`src/rtl/dsu_pkg.sv`:
```
`timescale 1ns/1ps
package dsu_pkg;
    typedef enum logic [2:0] {
        CMD_NONE       = 3'd0,
        CMD_VERIFY_ALL = 3'd1,
        CMD_ERASE_ALL  = 3'd2,
        CMD_CLR_PROT   = 3'd3,
        CMD_UNSECURE   = 3'd4,
        CMD_PROG_BLK   = 3'd5,
        CMD_PROG_SEC   = 3'd6,
        CMD_SET_PROT   = 3'd7
    } cmd_e;

    typedef enum logic [1:0] {
        ST_INIT,
        ST_IDLE,
        ST_VERIFY,
        ST_ERASE
    } state_e;

    localparam logic [1:0] SEC_FIELD_OPEN  = 2'b10;
    localparam logic [7:0] SEC_BYTE_BLANK  = 8'hFF;
    localparam logic [7:0] SEC_BYTE_OPEN   = 8'hFE;
    localparam logic [7:0] SEC_BYTE_POR    = 8'h00;
endpackage

```
`src/rtl/dsu_cmd_filter.sv`:
```
`timescale 1ns/1ps
// Permission decode for a debug command
module dsu_cmd_filter
    import dsu_pkg::*;
(
    input  cmd_e cmd,
    input  logic secured,
    input  logic prot_on,
    output logic permitted
);
    always_comb begin
        permitted = 1'b1;
        unique case (cmd)
            CMD_NONE:                     permitted = 1'b0;
            CMD_VERIFY_ALL, CMD_CLR_PROT: permitted = 1'b1;
            CMD_ERASE_ALL, CMD_UNSECURE:  permitted = !prot_on;
            CMD_PROG_BLK, CMD_PROG_SEC,
            CMD_SET_PROT:                 permitted = !secured;
            default:                      permitted = 1'b0;
        endcase
    end
endmodule

```
`src/rtl/dsu_busy_timer.sv`:
```
`timescale 1ns/1ps
// Down-counter shared by the start-up and erase phases
module dsu_busy_timer #(
    parameter int CNT_W   = 4,
    parameter int RST_VAL = 3,
    parameter int MAX_VAL = 7
) (
    input  logic             clk,
    input  logic             rst_n,
    input  logic             load,
    input  logic [CNT_W-1:0] load_val,
    output logic             zero
);
    logic [CNT_W-1:0] cnt;

    always_ff @(posedge clk or negedge rst_n) begin
        if (!rst_n)
            cnt <= CNT_W'(RST_VAL);
        else if (load)
            cnt <= load_val;
        else if (cnt != '0)
            cnt <= cnt - 1'b1;
    end

    assign zero = (cnt == '0);

    // the counter never exceeds the longest phase it is used for
    assert_cnt_range_R4: assert property (@(posedge clk) disable iff (!rst_n)
        cnt <= CNT_W'(MAX_VAL));
endmodule

```
`src/rtl/dsu_nv_store.sv`:
```
`timescale 1ns/1ps
// Stored array model: per-block erased flags and the security byte
module dsu_nv_store
    import dsu_pkg::*;
#(
    parameter int NBLK   = 4,
    parameter int BIDX_W = 2
) (
    input  logic              clk,
    input  logic              por_n,
    input  logic              erase_all,
    input  logic              erase_open,
    input  logic              prog_blk,
    input  logic [BIDX_W-1:0] blk_idx,
    input  logic              prog_sec,
    input  logic [7:0]        sec_data,
    output logic [NBLK-1:0]   blk_erased,
    output logic [7:0]        sec_byte
);
    always_ff @(posedge clk or negedge por_n) begin
        if (!por_n) begin
            blk_erased <= '0;
            sec_byte   <= SEC_BYTE_POR;
        end else if (erase_all) begin
            blk_erased <= '1;
            sec_byte   <= erase_open ? SEC_BYTE_OPEN : SEC_BYTE_BLANK;
        end else begin
            if (prog_blk && (int'(blk_idx) < NBLK))
                blk_erased[blk_idx] <= 1'b0;
            if (prog_sec)
                sec_byte <= sec_data;
        end
    end

    // a finished mass erase leaves every block blank
    assert_erase_fills_R4: assert property (@(posedge clk) disable iff (!por_n)
        erase_all |=> (&blk_erased));
endmodule

```
`src/rtl/dbg_sec_unlock.sv`:
```
`timescale 1ns/1ps
module dbg_sec_unlock
    import dsu_pkg::*;
#(
    parameter int NBLK      = 4,
    parameter int INIT_CYC  = 4,
    parameter int ERASE_CYC = 8
) (
    input  logic            clk,
    input  logic            por_n,
    input  logic            rst_n,
    input  logic            cmd_valid,
    input  logic [2:0]      cmd_code,
    input  logic [7:0]      cmd_data,
    output logic            cmd_done,
    output logic            acc_err,
    output logic            secured,
    output logic            prot_on,
    output logic            verify_pass,
    output logic [NBLK-1:0] blk_erased,
    output logic [7:0]      sec_byte
);
    localparam int MAX_CYC = (INIT_CYC > ERASE_CYC) ? INIT_CYC : ERASE_CYC;
    localparam int CNT_W   = $clog2(MAX_CYC + 1);
    localparam int BIDX_W  = (NBLK > 1) ? $clog2(NBLK) : 1;

    logic   sys_rst_n;
    state_e state, state_nx;
    cmd_e   cmd;
    logic   permitted, accept, reject;
    logic   tmr_load, tmr_zero;
    logic [CNT_W-1:0] tmr_val;
    logic   erase_fire, verify_fire, unsec_pend;

    assign sys_rst_n = rst_n & por_n;
    assign cmd       = cmd_e'(cmd_code);

    dsu_cmd_filter u_filter (
        .cmd       (cmd),
        .secured   (secured),
        .prot_on   (prot_on),
        .permitted (permitted)
    );

    dsu_busy_timer #(
        .CNT_W   (CNT_W),
        .RST_VAL (INIT_CYC - 1),
        .MAX_VAL (MAX_CYC - 1)
    ) u_timer (
        .clk      (clk),
        .rst_n    (sys_rst_n),
        .load     (tmr_load),
        .load_val (tmr_val),
        .zero     (tmr_zero)
    );

    dsu_nv_store #(
        .NBLK   (NBLK),
        .BIDX_W (BIDX_W)
    ) u_store (
        .clk        (clk),
        .por_n      (por_n),
        .erase_all  (erase_fire),
        .erase_open (unsec_pend),
        .prog_blk   (accept && (cmd == CMD_PROG_BLK)),
        .blk_idx    (cmd_data[BIDX_W-1:0]),
        .prog_sec   (accept && (cmd == CMD_PROG_SEC)),
        .sec_data   (cmd_data),
        .blk_erased (blk_erased),
        .sec_byte   (sec_byte)
    );

    // Request handling: only IDLE takes commands
    assign accept = cmd_valid && (state == ST_IDLE) && permitted;
    assign reject = cmd_valid && !((state == ST_IDLE) && permitted);

    // State register
    always_ff @(posedge clk or negedge sys_rst_n) begin
        if (!sys_rst_n)
            state <= ST_INIT;
        else
            state <= state_nx;
    end

    // Next state and strobes
    always_comb begin
        state_nx    = state;
        tmr_load    = 1'b0;
        tmr_val     = '0;
        erase_fire  = 1'b0;
        verify_fire = 1'b0;
        unique case (state)
            ST_INIT: begin
                if (tmr_zero)
                    state_nx = ST_IDLE;
            end
            ST_IDLE: begin
                if (accept) begin
                    if (cmd == CMD_VERIFY_ALL) begin
                        state_nx = ST_VERIFY;
                    end else if (cmd == CMD_ERASE_ALL || cmd == CMD_UNSECURE) begin
                        state_nx = ST_ERASE;
                        tmr_load = 1'b1;
                        tmr_val  = CNT_W'(ERASE_CYC - 1);
                    end
                end
            end
            ST_VERIFY: begin
                state_nx    = ST_IDLE;
                verify_fire = 1'b1;
            end
            ST_ERASE: begin
                if (tmr_zero) begin
                    state_nx   = ST_IDLE;
                    erase_fire = 1'b1;
                end
            end
            default: state_nx = ST_INIT;
        endcase
    end

    // Security, protection and result registers
    always_ff @(posedge clk or negedge sys_rst_n) begin
        if (!sys_rst_n) begin
            secured     <= 1'b1;
            prot_on     <= 1'b1;
            verify_pass <= 1'b0;
            acc_err     <= 1'b0;
            unsec_pend  <= 1'b0;
        end else begin
            acc_err <= reject;
            if (state == ST_INIT && tmr_zero)
                secured <= (sec_byte[1:0] != SEC_FIELD_OPEN);
            if (accept) begin
                unique case (cmd)
                    CMD_CLR_PROT:  prot_on    <= 1'b0;
                    CMD_SET_PROT:  prot_on    <= 1'b1;
                    CMD_UNSECURE:  unsec_pend <= 1'b1;
                    CMD_ERASE_ALL: unsec_pend <= 1'b0;
                    default: ;
                endcase
            end
            if (verify_fire) begin
                verify_pass <= &blk_erased;
                if (&blk_erased)
                    secured <= 1'b0;
            end
            if (erase_fire && unsec_pend)
                secured <= 1'b0;
        end
    end

    // Output decode
    always_comb begin
        cmd_done = (state == ST_IDLE);
    end

    assert_busy_reject_R8: assert property (@(posedge clk) disable iff (!sys_rst_n)
        (cmd_valid && !cmd_done) |=> acc_err);

    assert_locked_reject_R2: assert property (@(posedge clk) disable iff (!sys_rst_n)
        (cmd_valid && cmd_done && secured && cmd_code >= 3'd5) |=> (acc_err && $stable(sec_byte)));

    assert_prot_guard_R3: assert property (@(posedge clk) disable iff (!sys_rst_n)
        (cmd_valid && cmd_done && prot_on && (cmd_code == 3'd2 || cmd_code == 3'd4))
        |=> (acc_err && cmd_done));

    assert_zero_reject_R10: assert property (@(posedge clk) disable iff (!sys_rst_n)
        (cmd_valid && cmd_code == 3'd0) |=> acc_err);

    assert_unlock_source_R5: assert property (@(posedge clk) disable iff (!sys_rst_n)
        $fell(secured) |-> ($past(state) == ST_VERIFY || $past(state) == ST_ERASE
                            || $past(state) == ST_INIT));
endmodule

```
`config.mk`:
```
export PLATFORM = sky130hd
export DESIGN_NAME = dbg_sec_unlock
export DESIGN_NICKNAME = d
export VERILOG_FILES = /design/src/rtl/dsu_pkg.sv /design/src/rtl/dsu_cmd_filter.sv /design/src/rtl/dsu_busy_timer.sv /design/src/rtl/dsu_nv_store.sv /design/src/rtl/dbg_sec_unlock.sv
export SDC_FILE = /design/constraint.sdc
export NUM_CORES = 1
export LEC_CHECK = 0
export BUFFER_PORTS_ARGS = -buffer_cell sky130_fd_sc_hd__buf_2
export CAP_MARGIN = 20
export CORE_UTILIZATION = 56
export DETAILED_ROUTE_END_ITERATION = 10
export PLACE_DENSITY = 0.92
export SKIP_CTS_REPAIR_TIMING = 1
export SLEW_MARGIN = 40
export SYNTH_ARGS = -nofsm -noshare
export SYNTH_HDL_FRONTEND = slang
export SYNTH_HIERARCHICAL = 1
export SYNTH_SLANG_ARGS = --single-unit
```
`constraint.sdc`:
```
create_clock -name clk -period 3.43 [get_ports clk]
set_input_delay 0.343 -clock clk [delete_from_list [all_inputs] [get_ports clk]]
set_output_delay 0.343 -clock clk [all_outputs]
set_load 0.01 [all_outputs]
```
==> results of run 1 <==
[stage by stage]
step | worst slack (ns) | hold WS [ns] | power, µW | instances
final | 1.07 | 0.0930 | 1230 | 178
after floorplan | 1.12 | 0.0474 | 918 | 119
after global routing | 0.997 | 0.111 | 1330 | 178
after CTS | 1.09 | -0.0998 | 1240 | 177
after detailed placement | 1.09 | 0.238 | 1110 | 173
after global placement | 1.16 | 0.230 | 1070 | 173
[layer usage]
metal  routed length [µm]  part of all wire  GRT usage  up-vias
met2                 1380              0.53      0.384       19
li1                     -                 -          -      497
met4                   25            0.0096     0.0833        0
met3                   81             0.031     0.0417        4
met1                 1120              0.43      0.276      502
met5                    0                 0          0        -
[layout by cell type, fill, tap and decap left out, types with 3 or more instances in the layout]
| master | n |
|---|---|
| buf_2 | 31 |
| dfrtp_1 | 19 |
| inv_1 | 6 |
| ha_1 | 6 |
| nor2b_1 | 6 |
| a211o_2 | 5 |
| a21boi_0 | 4 |
| dfstp_2 | 4 |
| a21o_1 | 4 |
| mux2i_1 | 4 |
| xnor2_1 | 3 |
| nor2_1 | 3 |
| o21ai_0 | 3 |
| nand2_1 | 3 |
| nor3_1 | 3 |
| clkbuf_4 | 3 |
[power by group]
part	internal (µW)	total (µW)	switching, µW
Combinational	300	606	307
Clock	45.2	123	77.9
Sequential	408	500	92.8
Total	752	1230	477
[cells in the mapped netlist, types with 3 or more instances]
cell type,n
dfstp_2,4
inv_1,6
ha_1,6
mux2i_1,4
nand2_1,3
a21o_1,4
buf_6,3
dfrtp_1,19
nor2_1,3
a211o_2,5
nor2b_1,6
xnor2_1,3
a21boi_0,4
nor3_1,3
o21ai_0,3
[final cells by class]
type | count | area (µm²) | area share
clock buffer | 4 | 26.3 | 0.0172
inverter | 6 | 22.5 | 0.0147
multi-input combinational | 85 | 701 | 0.458
sequential | 23 | 581 | 0.379
tap | 28 | 35.0 | 0.0229
timing repair buffer | 32 | 165 | 0.108
[registers in the layout, indices dropped and copies added (netlist names)]
signal and flops:
unsec_pend 1, acc_err 1, secured 1, prot_on 1
u_store/blk_erased 4, u_timer/cnt 4, u_store/sec_byte 8, state 2
verify_pass 1
[kinds of logic (layout without fill, tap and decap cells)]
kind of cell             after synthesis  after routing  synth area share
XOR/XNOR                               3              3            0.0195
AND/OR/NAND/NOR                       40             40             0.217
other                                  1              1           0.00279
flip-flops                            23             23             0.431
adder cells (fa/ha/maj)                6              6            0.0558
multiplexers                           6              6            0.0465
AO/OA/AOI/OAI                         29             29             0.179
buffers and inverters                 11             42            0.0483
[worst min-delay path by stage]
| stage | endpoint | slack (ns) | start | cells after the start |
|---|---|---|---|---|
| after floorplan | u_store/blk_erased[0] | 0.05 | por_n | 0 |
| after CTS | u_store/blk_erased[2] | -0.1 | por_n | 1 |
| after detailed placement | u_store/sec_byte[7] | 0.24 | por_n | 1 |
| final | u_timer/cnt[3] | 0.09 | rst_n | 2 |
| after global routing | u_timer/cnt[3] | 0.11 | rst_n | 2 |
| after global placement | u_store/sec_byte[5] | 0.23 | por_n | 1 |
==> impl_metrics.env, run 1 <==
export IMPL_ys_seq_area_frac=0.431
export IMPL_grt_util_all_layers=0.223
export IMPL_ys_flop_type="dfrtp_1"
export IMPL_rows=17
export IMPL_syn_area_per_cell_um2=11.3
export IMPL_max_stage_delay_ns=0.58
export IMPL_cts_tree="built"
export IMPL_grt_pass1_wl_mm=4.35
export IMPL_synthTopCellsByArea="dfrtp_1, dfstp_2, ha_1"
export IMPL_path_class="reg -> reg"
export IMPL_rrSetupSlack_ns=1.07
export IMPL_nFillCells=178
export IMPL_fin_area_um2=1530
export IMPL_path_max_fanout=15
export IMPL_critPathTopFamily="simple AND/OR/NAND/NOR gates"
export IMPL_crit_end="u_store/sec_byte[6]"
export IMPL_rr_worst_depth=5
export IMPL_critical_path_slowest_cell="or4_1"
export IMPL_grt_pass1_vias=983
export IMPL_required_ns=3.63
export IMPL_rr_startpoint="secured"
export IMPL_gp_congestion=0.791
export IMPL_via_count=1022
export IMPL_die_y_um=51.0
export IMPL_crit_start="secured"
export IMPL_ant_nets=0
export IMPL_clk_pin_slew_ns=0.12
export IMPL_worst_path_stages=5
export IMPL_routed_wl_mm=2.60
export IMPL_path_cells="and3b_1 -> or4_1 -> and4b_1 -> and3_2 -> a211o_2"
export IMPL_relSlewSlack=0.635
export IMPL_clockBufferDepth=2
export IMPL_post_route_util=0.685
export IMPL_dp_hpwl_mm=1.97
export IMPL_route_detailed_drc=0
export IMPL_ys_ff_latch=23
export IMPL_hold_violations=0
export IMPL_max_freq_mhz=424
export IMPL_startpoint_type="register"
export IMPL_ir_worst_vdd_v=0.000534
export IMPL_port_buffers=31
export IMPL_post_synth_top_area_cell="dfrtp_1"
export IMPL_setup_worst_path_end_class="register"
export IMPL_area_delta_synth_final_pct=13.7
export IMPL_nets=172
export IMPL_status="completed"
export IMPL_overflow=0
export IMPL_htree_levels=1
export IMPL_drive_gt1_frac=0.360
export IMPL_r2r_end="u_store/sec_byte[6]"
export IMPL_wl_per_cell_um=14.6
export IMPL_io_pins=32
export IMPL_drv_cap=0
export IMPL_die_x_um=51.0
export IMPL_rsz0062_at_grt="no"
export IMPL_worst_ep_arrival_time_ns=2.55
export IMPL_finalSetupViolCount=0
export IMPL_syn_area_um2=1350
export IMPL_clock_sinks=23
export IMPL_root_buffer="clkbuf_4"
export IMPL_min_period_ns=2.36
export IMPL_synth_cells=119
export IMPL_synth_cell_type_count=50
export IMPL_synth_top_area_frac=0.353
export IMPL_drv_slew=0
export IMPL_clk_latency_ns=0.30
export IMPL_synth_nets=140
export IMPL_yosys_warnings=6
export IMPL_crit_buf_inv=0
export IMPL_drt_vias_per_instance=5.74
export IMPL_design_core_area_um2=2230
export IMPL_grt_antenna_before_repair=0
export IMPL_die_area_um2=2600
export IMPL_initial_core_util=0.603
export IMPL_numCtsBuffers=3
export IMPL_grt_max_degree=16
export IMPL_ys_async_sr_fraction=1.00
export IMPL_p_per_area_nw_per_um2=804
export IMPL_first_pass_iters=4
export IMPL_worst_pin_slew_ns=0.545
export IMPL_dr_first_iter_drc_count=15
export IMPL_min_path_type="in -> async"
export IMPL_fin_crit_sh=0.687
export IMPL_finClkSkew_ns=0.00808
export IMPL_placed_area_um2=1490
export IMPL_synth_edf_count=0
export IMPL_finalSetupTns_ns=0
export IMPL_leakagePower_uw=0.000687
export IMPL_num_antenna_cells=0
No activity file was read; power rests on OpenSTA's default activity.
==> run 2, diff against run 1 <==
--- a/config.mk
+++ b/config.mk
@@ -5,11 +5,12 @@
 export SDC_FILE = /design/constraint.sdc
 export NUM_CORES = 1
 export LEC_CHECK = 0
+export ABC_AREA = 1
 export BUFFER_PORTS_ARGS = -buffer_cell sky130_fd_sc_hd__buf_2
 export CAP_MARGIN = 20
-export CORE_UTILIZATION = 56
+export CORE_UTILIZATION = 52
 export DETAILED_ROUTE_END_ITERATION = 10
-export PLACE_DENSITY = 0.92
+export PLACE_DENSITY = 0.87
 export SKIP_CTS_REPAIR_TIMING = 1
 export SLEW_MARGIN = 40
 export SYNTH_ARGS = -nofsm -noshare
==> constraint.sdc (replaced) <==
create_clock -name clk -period 2.31 [get_ports clk]
set_input_delay 0.231 -clock clk [delete_from_list [all_inputs] [get_ports clk]]
set_output_delay 0.231 -clock clk [all_outputs]
set_load 0.01 [all_outputs]
==> impl_metrics.env, run 2 <==
export IMPL_grt_max_degree=15
export IMPL_min_period_ns=1.91
export IMPL_ys_seq_area_frac=0.454
export IMPL_placed_area_um2=1460
export IMPL_status="completed"
export IMPL_required_ns=2.55
export IMPL_fin_crit_sh=0.827
export IMPL_layout_commonest_cell="nand2_1"
export IMPL_io_pins=32
export IMPL_final_setup_worst_slack_ns=0.399
export IMPL_hold_violations=0
export IMPL_syn_area_per_cell_um2=7.89
export IMPL_port_buffers=31
export IMPL_startpoint_type="register"
export IMPL_first_pass_iters=5
export IMPL_drv_cap=0
export IMPL_worst_pin_slew_ns=0.497
export IMPL_max_freq_mhz=523
export IMPL_wl_per_cell_um=11.9
export IMPL_dp_hpwl_mm=2.16
export IMPL_layout_common_cells="nand2_1, buf_2, inv_1"
export IMPL_clk_pin_slew_ns=0.13
export IMPL_worst_ep_arrival_time_ns=2.15
export IMPL_yosys_cell_count_top_type="nand2_1"
export IMPL_route_detailed_drc=0
export IMPL_htree_levels=1
export IMPL_synth_cell_type_count=26
export IMPL_grt_pass1_vias=1111
export IMPL_post_synth_top_area_cell="dfrtp_1"
export IMPL_overflow=0
export IMPL_clockBufferDepth=2
export IMPL_finalPower_uw=1780
export IMPL_die_y_um=51.6
export IMPL_ys_async_sr_fraction=1.00
export IMPL_cts_tree="built"
export IMPL_grt_antenna_before_repair=0
export IMPL_via_count=1168
export IMPL_synth_top_area_frac=0.372
export IMPL_die_area_um2=2660
export IMPL_relSlewSlack=0.667
export IMPL_syn_area_um2=1280
export IMPL_drt_vias_per_instance=5.17
export IMPL_fin_area_um2=1510
export IMPL_gp_congestion=0.868
export IMPL_synth_nets=183
export IMPL_drive_gt1_frac=0.258
export IMPL_grt_util_all_layers=0.230
export IMPL_synth_edf_count=0
export IMPL_leakagePower_uw=0.000838
export IMPL_setup_worst_path_end_class="register"
export IMPL_min_path_type="in -> reg"
export IMPL_initial_core_util=0.567
export IMPL_nets=220
export IMPL_grt_pass1_wl_mm=4.55
export IMPL_ys_ff_latch=23
export IMPL_reg_top3="u_store/sec_byte (8), u_store/blk_erased (4), u_timer/cnt (4)"
export IMPL_routed_wl_mm=2.70
export IMPL_synth_cells=162
export IMPL_die_x_um=51.6
export IMPL_finalSetupViolCount=0
export IMPL_largest_reg_flops=8
export IMPL_numCtsBuffers=3
export IMPL_ys_flop_type="dfrtp_1"
export IMPL_root_buffer="clkbuf_4"
export IMPL_design_core_area_um2=2250
export IMPL_p_per_area_nw_per_um2=1180
export IMPL_rsz0062_at_grt="no"
export IMPL_yosys_warnings=6
export IMPL_path_class="reg -> reg"
export IMPL_clk_latency_ns=0.31
export IMPL_synthTopCellsByArea="dfrtp_1, nand2_1, dfstp_2"
export IMPL_regMostFlops="u_store/sec_byte"
export IMPL_num_antenna_cells=0
export IMPL_nFillCells=197
export IMPL_rr_worst_depth=8
export IMPL_finClkSkew_ns=0.00567
export IMPL_synth_common_cells="nand2_1, inv_1, dfrtp_1"
export IMPL_area_delta_synth_final_pct=17.9
export IMPL_dr_first_iter_drc_count=24
export IMPL_rows=17
export IMPL_finalSetupTns_ns=0
export IMPL_whs_path_depth=3
export IMPL_path_max_fanout=11
export IMPL_clock_sinks=23
export IMPL_pre_cts_slack_ns=0.419
export IMPL_drv_slew=0
export IMPL_ir_worst_vdd_v=0.000767
export IMPL_ant_nets=0
[run 2: kinds of logic after synthesis]
logic type               after synthesis  share of synthesized area
AO/OA/AOI/OAI                         22                     0.0930
XOR/XNOR                               1                    0.00685
adder cells (fa/ha/maj)                6                     0.0587
buffers and inverters                 26                     0.0851
flip-flops                            23                      0.454
other                                  1                    0.00293
AND/OR/NAND/NOR                       83                      0.299
[run 2: power breakdown]
part,switching [µW],total [µW],internal [µW]
Combinational,503,843,340
Clock,126,192,66.1
Sequential,131,743,613
Total,760,1780,1020
[run 2: layer usage]
metal / track usage / vias to the layer above / wire, µm
met5: 0 / - / 0
met1: 0.269 / 526 / 1150
met2: 0.418 / 54 / 1370
met4: 0.0946 / 0 / 23
met3: 0.0322 / 4 / 158
li1: - / 584 / -
[run 2: final cells by class]
| cell class | instances | area, µm² | share of cell area |
|---|---|---|---|
| Timing Repair Buffer | 34 | 183 | 0.121 |
| Inverter | 24 | 90.1 | 0.0598 |
| Tap cell | 28 | 35.0 | 0.0232 |
| Multi-Input combinational cell | 113 | 589 | 0.391 |
| Clock inverter | 1 | 7.51 | 0.00498 |
| Clock buffer | 3 | 22.5 | 0.0149 |
| Sequential cell | 23 | 581 | 0.385 |
[run 2: path summary, 6_finish.rpt]
| check | start | end | slack [ns] |
|---|---|---|---|
| worst max-delay path | state[1] | u_timer/cnt[0] | 0.40 |
| worst min-delay path | cmd_data[6] | u_store/sec_byte[6] | 0.13 |
| worst max register to register | state[1] | u_timer/cnt[0] | 0.40 |
| worst min register to register | u_store/sec_byte[4] | u_store/sec_byte[4] | 0.50 |
| max in group asynchronous | por_n | u_timer/cnt[1] | 1.28 |
| min in group asynchronous | por_n | u_store/sec_byte[1] | 0.30 |
[run 2: critical path, stage by stage (launching register included)]
cell and delay [ns]:
dfrtp_1 0.43, inv_1 0.11, ha_1 0.26, nand3_2 0.18, nor2_1 0.45, inv_1 0.13
nand3_2 0.12, nand2_1 0.05, o21ai_0 0.09
[run 2: through the flow]
stage          utilization  cells  hold WS, ns
5_1_grt              0.669    226        0.125
6_report             0.669    226        0.125
4_1_cts              0.660    224       -0.230
2_1_floorplan            -    162      -0.0646
3_3_place_gp         0.647    220        0.116
3_5_place_dp         0.647    220        0.127
